## config.mk

```make
export PLATFORM = sky130hd
export DESIGN_NAME = bmdma_channel
export DESIGN_NICKNAME = d
export VERILOG_FILES = /design/src/rtl/bmdma_pkg.sv /design/src/rtl/bmdma_regs.sv /design/src/rtl/bmdma_engine.sv /design/src/rtl/bmdma_channel.sv
export SDC_FILE = /design/constraint.sdc
export NUM_CORES = 1
export LEC_CHECK = 0
export BUFFER_PORTS_ARGS = -buffer_cell sky130_fd_sc_hd__buf_2
export CAP_MARGIN = 25
export CORE_MARGIN = 2
export CORE_UTILIZATION = 56
export DETAILED_ROUTE_END_ITERATION = 8
export GPL_ROUTABILITY_DRIVEN = 1
export PLACE_DENSITY = 0.84
export SYNTH_ARGS = -nofsm -noshare
export SYNTH_HDL_FRONTEND = slang
export SYNTH_SLANG_ARGS = --single-unit
```

## constraint.sdc

```tcl
create_clock -name clk -period 2.53 [get_ports clk]
set_input_delay 0.1265 -clock clk [delete_from_list [all_inputs] [get_ports clk]]
set_output_delay 0.1265 -clock clk [all_outputs]
set_load 0.01 [all_outputs]
```

## src/rtl/bmdma_pkg.sv

```systemverilog
package bmdma_pkg;
  typedef enum logic [3:0] {
    E_IDLE, E_A_REQ, E_A_RSP, E_C_REQ, E_C_RSP,
    E_D_IN, E_M_REQ, E_M_RSP, E_D_OUT
  } eng_state_t;

  localparam logic [2:0] OFS_CMD  = 3'd0;
  localparam logic [2:0] OFS_VND0 = 3'd1;
  localparam logic [2:0] OFS_STAT = 3'd2;
  localparam logic [2:0] OFS_VND1 = 3'd3;
  localparam logic [2:0] OFS_BASE = 3'd4;

  localparam int CMD_RUN   = 0;
  localparam int CMD_TOMEM = 3;
  localparam int STS_ACT   = 0;
  localparam int STS_ERR   = 1;
  localparam int STS_IRQ   = 2;
  localparam int STS_CAP0  = 5;
  localparam int STS_CAP1  = 6;
  localparam int LAST_BIT  = 31;
endpackage

```

## src/rtl/bmdma_regs.sv

```systemverilog
module bmdma_regs
  import bmdma_pkg::*;
#(
  parameter int ADDR_W = 32
) (
  input  logic              clk,
  input  logic              rst_n,
  input  logic              wr_en,
  input  logic [2:0]        addr,
  input  logic [31:0]       wdata,
  output logic [31:0]       rdata,
  input  logic              busy,
  input  logic              err_evt,
  input  logic              irq_in,
  output logic              run_pulse,
  output logic              halt_pulse,
  output logic              to_mem,
  output logic [ADDR_W-1:2] tbl_base,
  output logic              err_flag,
  output logic              irq_flag,
  output logic [1:0]        caps
);
  logic run_q;
  logic cmd_wr, stat_wr, base_wr;

  assign cmd_wr  = wr_en && (addr == OFS_CMD);
  assign stat_wr = wr_en && (addr == OFS_STAT);
  assign base_wr = wr_en && (addr == OFS_BASE);

  // a start is a 0->1 change of the run bit; any write with run clear stops
  assign run_pulse  = cmd_wr && wdata[CMD_RUN] && !run_q;
  assign halt_pulse = cmd_wr && !wdata[CMD_RUN];

  always_ff @(posedge clk) begin
    if (!rst_n) begin
      run_q    <= 1'b0;
      to_mem   <= 1'b0;
      tbl_base <= '0;
      err_flag <= 1'b0;
      irq_flag <= 1'b0;
      caps     <= 2'b00;
    end else begin
      if (cmd_wr) begin
        run_q  <= wdata[CMD_RUN];
        to_mem <= wdata[CMD_TOMEM];
      end
      if (base_wr) tbl_base <= wdata[ADDR_W-1:2];
      if (stat_wr) caps <= {wdata[STS_CAP1], wdata[STS_CAP0]};
      // setting events win over a write-one clear in the same cycle
      if (err_evt)                        err_flag <= 1'b1;
      else if (stat_wr && wdata[STS_ERR]) err_flag <= 1'b0;
      if (irq_in)                         irq_flag <= 1'b1;
      else if (stat_wr && wdata[STS_IRQ]) irq_flag <= 1'b0;
    end
  end

  always_comb begin
    rdata = '0;
    case (addr)
      OFS_CMD: begin
        rdata[CMD_RUN]   = run_q;
        rdata[CMD_TOMEM] = to_mem;
      end
      OFS_STAT: begin
        rdata[STS_ACT]  = busy;
        rdata[STS_ERR]  = err_flag;
        rdata[STS_IRQ]  = irq_flag;
        rdata[STS_CAP0] = caps[0];
        rdata[STS_CAP1] = caps[1];
      end
      OFS_BASE: rdata[ADDR_W-1:0] = {tbl_base, 2'b00};
      default:  rdata = '0;
    endcase
  end
endmodule

```

## src/rtl/bmdma_engine.sv

```systemverilog
module bmdma_engine
  import bmdma_pkg::*;
#(
  parameter int ADDR_W = 32,
  parameter int CNT_W  = 16
) (
  input  logic              clk,
  input  logic              rst_n,
  input  logic              run_pulse,
  input  logic              halt_pulse,
  input  logic              to_mem,
  input  logic [ADDR_W-1:2] tbl_base,
  output logic              busy,
  output logic              err_evt,
  output logic              mem_req_valid,
  input  logic              mem_req_ready,
  output logic              mem_req_we,
  output logic [ADDR_W-1:0] mem_req_addr,
  output logic [7:0]        mem_req_wdata,
  input  logic              mem_rsp_valid,
  input  logic [31:0]       mem_rsp_rdata,
  input  logic              mem_rsp_err,
  input  logic              dev_in_valid,
  output logic              dev_in_ready,
  input  logic [7:0]        dev_in_data,
  output logic              dev_out_valid,
  input  logic              dev_out_ready,
  output logic [7:0]        dev_out_data
);
  localparam int REM_W = CNT_W + 1;
  localparam logic [REM_W-1:0] FULL_CNT = {1'b1, {CNT_W{1'b0}}};
  localparam logic [ADDR_W-1:0] DESC_SZ = ADDR_W'(8);
  localparam logic [ADDR_W-1:0] CW_OFS  = ADDR_W'(4);

  eng_state_t        state, after_byte;
  logic [ADDR_W-1:0] fptr, daddr;
  logic [REM_W-1:0]  rem;
  logic              last_ent, dir_l;
  logic [7:0]        hold;
  logic              in_rsp, rsp_ok;

  assign busy          = (state != E_IDLE);
  assign in_rsp        = (state == E_A_RSP) || (state == E_C_RSP) || (state == E_M_RSP);
  assign err_evt       = in_rsp && mem_rsp_valid && mem_rsp_err;
  assign rsp_ok        = mem_rsp_valid && !mem_rsp_err;
  assign mem_req_valid = (state == E_A_REQ) || (state == E_C_REQ) || (state == E_M_REQ);
  assign mem_req_we    = (state == E_M_REQ) && dir_l;
  assign mem_req_wdata = hold;
  assign dev_in_ready  = (state == E_D_IN);
  assign dev_out_valid = (state == E_D_OUT);
  assign dev_out_data  = hold;

  always_comb begin
    case (state)
      E_A_REQ: mem_req_addr = fptr;
      E_C_REQ: mem_req_addr = fptr + CW_OFS;
      default: mem_req_addr = daddr;
    endcase
  end

  // where to go once the current byte has been delivered
  always_comb begin
    if (rem == REM_W'(1)) after_byte = last_ent ? E_IDLE : E_A_REQ;
    else                  after_byte = dir_l ? E_D_IN : E_M_REQ;
  end

  always_ff @(posedge clk) begin
    if (!rst_n) begin
      state    <= E_IDLE;
      fptr     <= '0;
      daddr    <= '0;
      rem      <= '0;
      last_ent <= 1'b0;
      dir_l    <= 1'b0;
      hold     <= '0;
    end else if (halt_pulse) begin
      state <= E_IDLE;
    end else begin
      case (state)
        E_IDLE: if (run_pulse) begin
          fptr  <= {tbl_base, 2'b00};
          dir_l <= to_mem;
          state <= E_A_REQ;
        end
        E_A_REQ: if (mem_req_ready) state <= E_A_RSP;
        E_A_RSP: if (mem_rsp_valid) begin
          if (mem_rsp_err) state <= E_IDLE;
          else begin
            daddr <= mem_rsp_rdata[ADDR_W-1:0];
            state <= E_C_REQ;
          end
        end
        E_C_REQ: if (mem_req_ready) state <= E_C_RSP;
        E_C_RSP: if (mem_rsp_valid) begin
          if (mem_rsp_err) state <= E_IDLE;
          else begin
            rem      <= (mem_rsp_rdata[CNT_W-1:0] == '0) ? FULL_CNT
                        : {1'b0, mem_rsp_rdata[CNT_W-1:0]};
            last_ent <= mem_rsp_rdata[LAST_BIT];
            fptr     <= fptr + DESC_SZ;
            state    <= dir_l ? E_D_IN : E_M_REQ;
          end
        end
        E_D_IN: if (dev_in_valid) begin
          hold  <= dev_in_data;
          state <= E_M_REQ;
        end
        E_M_REQ: if (mem_req_ready) state <= E_M_RSP;
        E_M_RSP: if (mem_rsp_valid) begin
          if (mem_rsp_err) state <= E_IDLE;
          else if (!dir_l) begin
            hold  <= mem_rsp_rdata[7:0];
            state <= E_D_OUT;
          end else begin
            daddr <= daddr + ADDR_W'(1);
            rem   <= rem - REM_W'(1);
            state <= after_byte;
          end
        end
        E_D_OUT: if (dev_out_ready) begin
          daddr <= daddr + ADDR_W'(1);
          rem   <= rem - REM_W'(1);
          state <= after_byte;
        end
        default: state <= E_IDLE;
      endcase
    end
  end

  logic unused_ok;
  assign unused_ok = rsp_ok;
endmodule

```

## src/rtl/bmdma_channel.sv

```systemverilog
module bmdma_channel #(
  parameter int ADDR_W = 32,
  parameter int CNT_W  = 16
) (
  input  logic              clk,
  input  logic              rst_n,
  input  logic              reg_wr_en,
  input  logic [2:0]        reg_addr,
  input  logic [31:0]       reg_wdata,
  output logic [31:0]       reg_rdata,
  input  logic              dev_intr,
  output logic              mem_req_valid,
  input  logic              mem_req_ready,
  output logic              mem_req_we,
  output logic [ADDR_W-1:0] mem_req_addr,
  output logic [7:0]        mem_req_wdata,
  input  logic              mem_rsp_valid,
  input  logic [31:0]       mem_rsp_rdata,
  input  logic              mem_rsp_err,
  input  logic              dev_in_valid,
  output logic              dev_in_ready,
  input  logic [7:0]        dev_in_data,
  output logic              dev_out_valid,
  input  logic              dev_out_ready,
  output logic [7:0]        dev_out_data
);
  logic              eng_busy, err_evt, run_pulse, halt_pulse, to_mem;
  logic              err_flag, irq_flag;
  logic [1:0]        caps;
  logic [ADDR_W-1:2] tbl_base;

  bmdma_regs #(.ADDR_W(ADDR_W)) regs_i (
    .clk(clk), .rst_n(rst_n), .wr_en(reg_wr_en), .addr(reg_addr),
    .wdata(reg_wdata), .rdata(reg_rdata), .busy(eng_busy), .err_evt(err_evt),
    .irq_in(dev_intr), .run_pulse(run_pulse), .halt_pulse(halt_pulse),
    .to_mem(to_mem), .tbl_base(tbl_base), .err_flag(err_flag),
    .irq_flag(irq_flag), .caps(caps)
  );

  bmdma_engine #(.ADDR_W(ADDR_W), .CNT_W(CNT_W)) eng_i (
    .clk(clk), .rst_n(rst_n), .run_pulse(run_pulse), .halt_pulse(halt_pulse),
    .to_mem(to_mem), .tbl_base(tbl_base), .busy(eng_busy), .err_evt(err_evt),
    .mem_req_valid(mem_req_valid), .mem_req_ready(mem_req_ready),
    .mem_req_we(mem_req_we), .mem_req_addr(mem_req_addr),
    .mem_req_wdata(mem_req_wdata), .mem_rsp_valid(mem_rsp_valid),
    .mem_rsp_rdata(mem_rsp_rdata), .mem_rsp_err(mem_rsp_err),
    .dev_in_valid(dev_in_valid), .dev_in_ready(dev_in_ready),
    .dev_in_data(dev_in_data), .dev_out_valid(dev_out_valid),
    .dev_out_ready(dev_out_ready), .dev_out_data(dev_out_data)
  );
endmodule

```

==> metrics.txt <==
top cells by count, synth=nand2_1 (169), a21oi_1 (146), nor2_1 (131); initial DRC count=about 1700; clock latency on the worst-skew pair=approximately 430 ps; Cell Area, Synth=0.00855 mm2; Die X=approximately 130 um; crit-path max FO=6; Yosys reg bits=~130; most frequent cell after synthesis=nand2_1; Detailed Route WL=approximately 29 mm; gr usage total=between 30% and 40%; grt ovf=0; Max-slew headroom=between 50 and 60%; synth warn=0; Fin. Hold Viols=0; antenna viol nets, final=0; asr flop ratio synth=0%; Post-Syn Instances=~1200; first-pass GRT wire length=about 45 mm; final period utilization=104%; Port Buffer Count=roughly 170; RSZ-0062 raised after global routing=true; Post-synth EDFFs=0; Hold Path Origin=reg_wdata[1]; Die Ht=~130 um; fmax=roughly 380 MHz; die area=about 0.016 mm2; Sequential Power Share=around 33%; Int Pwr=roughly 4.7 mW; power per cell area=around 670 mW/mm2; post-synthesis sequential area ratio=a little under a third; combinational fraction of design power=approximately a third; Net Sw Power=approximately 2.6 mW; vias in the first global route=9066; leakage=around 4.3 nW; vias per cell=roughly 6.4; Clock Sink Count=129; worst setup path class=flip-flop to primary output; Fin Setup TNS=-113 ps; Crit path required time=between 2000 and 2500 ps; CP arrival=between 2000 and 3000 ps; Fill cells=1125; n_diodes=0; IO Pins=roughly 170; final RePlAce weighted congestion=0.974; CP Capture Type=primary output; Clock power frac=33.8%; Tmin final=~2600 ps; Max Buffers Root-to-Sink=2; share of cells above drive strength 1=approximately 24%; critical path launch point=eng_i.fptr[3]; Max-Cap Viols=0; via count=about 10000; Initial Util=56.8%; final setup violation count=1; failing checks=setup timing; CTS tree=built; area delta synth->final=28.4%; worst hold path class=input pin to flip-flop; total CTS buffers=17; row cnt=45; area share of the largest cell type after synthesis=about 30%; clk root buf=clkbuf_16; Least-Margin Pin Slew=695 ps; final non-filler cell area=between 0.01 and 0.015 mm2; Post-synth top flop=dfxtp_1; Fin Hold WS=between 6 and 7 ps; Worst setup SP type=flip-flop; FF/Latch Area=0.00261 mm2; largest net degree at the start of global routing=50; synth top area cells=dfxtp_1 (30%), a21oi_1 (8.6%), nand2_1 (7.4%), nor2_1 (5.8%), clkbuf_1 (3.0%); Clock Skews=5.56 ps; synthesized area per cell=roughly 7.2 um2; launch point of the worst reg-to-reg path=eng_i.state[3]; Pre-antenna DRT Iters=8; Net Count, Synth=1271; core area=approximately 0.015 mm2; Residual DRC=0; leading area contributor after synthesis=dfxtp_1; HPWL Detailed=around 18 mm; CTS H-tree depth=4; status=complete, but fails checks; WL/cell=between 15 and 20 um; DP Area=0.00962 mm2; clock-pin slew on the worst setup and hold paths=60 ps; final worst slack=-113 ps; sw frac=a little over a third; nets=between 1000 and 1500; fin. max-slew vios=0; Cell variety after synth=between 80 and 90; multi-input logic area=around 0.0056 mm2; VDD IR max=0.544 mV; initial antenna violation count=0
-- cells by family after synthesis --
family,after synthesis,share of synthesized area (%)
adders and majority gates,5,0.732
xor gates and xnor gates,28,2.87
buffers and inverters,125,6.59
muxes,9,1.07
DFF,129,30.2
and+or+nand+nor,518,30.0
AOI/OAI and AO/OA,368,28.5
-- metal layers --
layer  track usage, %  routed length (um)
met5                0                   0
met3             5.19                2640
met2             53.9               13400
met1             45.6               11700
met4             14.8                1130
-- worst max-delay path, stage by stage, from the launching register on --
cell      delay [ps]
dfxtp_4          390
buf_6            120
ha_4             120
nand4_1          170
nor4_4           310
buf_4            210
nand3b_1         150
xor2_1           210
a21oi_2          240
buf_2            170
-- worst paths after layout --
| check | to | slack (ps) | cells past startpoint |
|---|---|---|---|
| max reg2reg | eng_i.daddr[26] | 220 | 6 |
| max | mem_req_addr[30] | -110 | 9 |
| min reg2reg | regs_i.tbl_base[16] | 470 | 2 |
| min | regs_i.err_flag | 7 | 4 |
-- through the flow --
step	setup WS (ps)	utilization (%)	cells	total power, mW
after CTS	-9.69	71.5	1564	7.19
final	-113	73.0	1572	7.32
after global placement	267	64.0	1481	4.65
after floorplan	371	-	1182	3.90
after global routing	-116	73.0	1572	7.62
after detailed placement	179	64.0	1481	4.68
-- layout make-up --
cell class	instances	share of cell area, %
Tap cell	188	2.14
Clock buffer	19	4.13
Inverter	12	0.456
Sequential cell	129	23.8
Multi-Input combinational cell	928	51.0
Timing Repair Buffer	284	17.3
Clock inverter	12	1.21
-- state kept, by name (all words and copies together), names as in the netlist, 2 cells and up --
| signal | cells |
|---|---|
| regs_i.caps | 2 |
| eng_i.state | 4 |
| eng_i.fptr | 30 |
| eng_i.rem | 17 |
| eng_i.dev_out_data | 8 |
| eng_i.daddr | 32 |
| regs_i.tbl_base | 30 |
-- cell usage in the layout (no fill, tap or decap), drive strengths merged, types with 9 or more instances in the layout --
cell / n
a211oi: 12
a21o: 9
a21oi: 147
a311oi: 11
a31oi: 22
and2: 39
and3: 17
buf: 238
clkbuf: 19
dfxtp: 129
dlygate4sd3: 46
inv: 14
nand2: 169
nand3: 32
nand4: 24
nor2: 132
nor3: 21
nor4: 23
o21a: 10
o21ai: 54
o221a: 20
o22ai: 11
xnor2: 11
xor2: 17
-- power by group through the flow --
stage                     Combinational [mW]  Sequential (mW)  Clock, mW
after floorplan                         1.53             2.36          0
after global placement                  2.20             2.44          0
after detailed placement                2.23             2.45          0
after CTS                               2.32             2.41       2.47
after global routing                    2.61             2.45       2.56
final                                   2.41             2.43       2.47
-- repair_timing --
| action | 4_1_cts | 5_1_grt |
|---|---|---|
| buffers inserted | 5 | 7 |
| resized for setup | 9 | 45 |
| pin swaps | 3 | 11 |
| gates cloned | 1 | 1 |
| hold buffers | 46 | 0 |
| endpoints found under the setup margin | 17 | 26 |
| hold endpoints to repair | 44 | 0 |
Note: power is estimated with default switching activity, not from simulation.
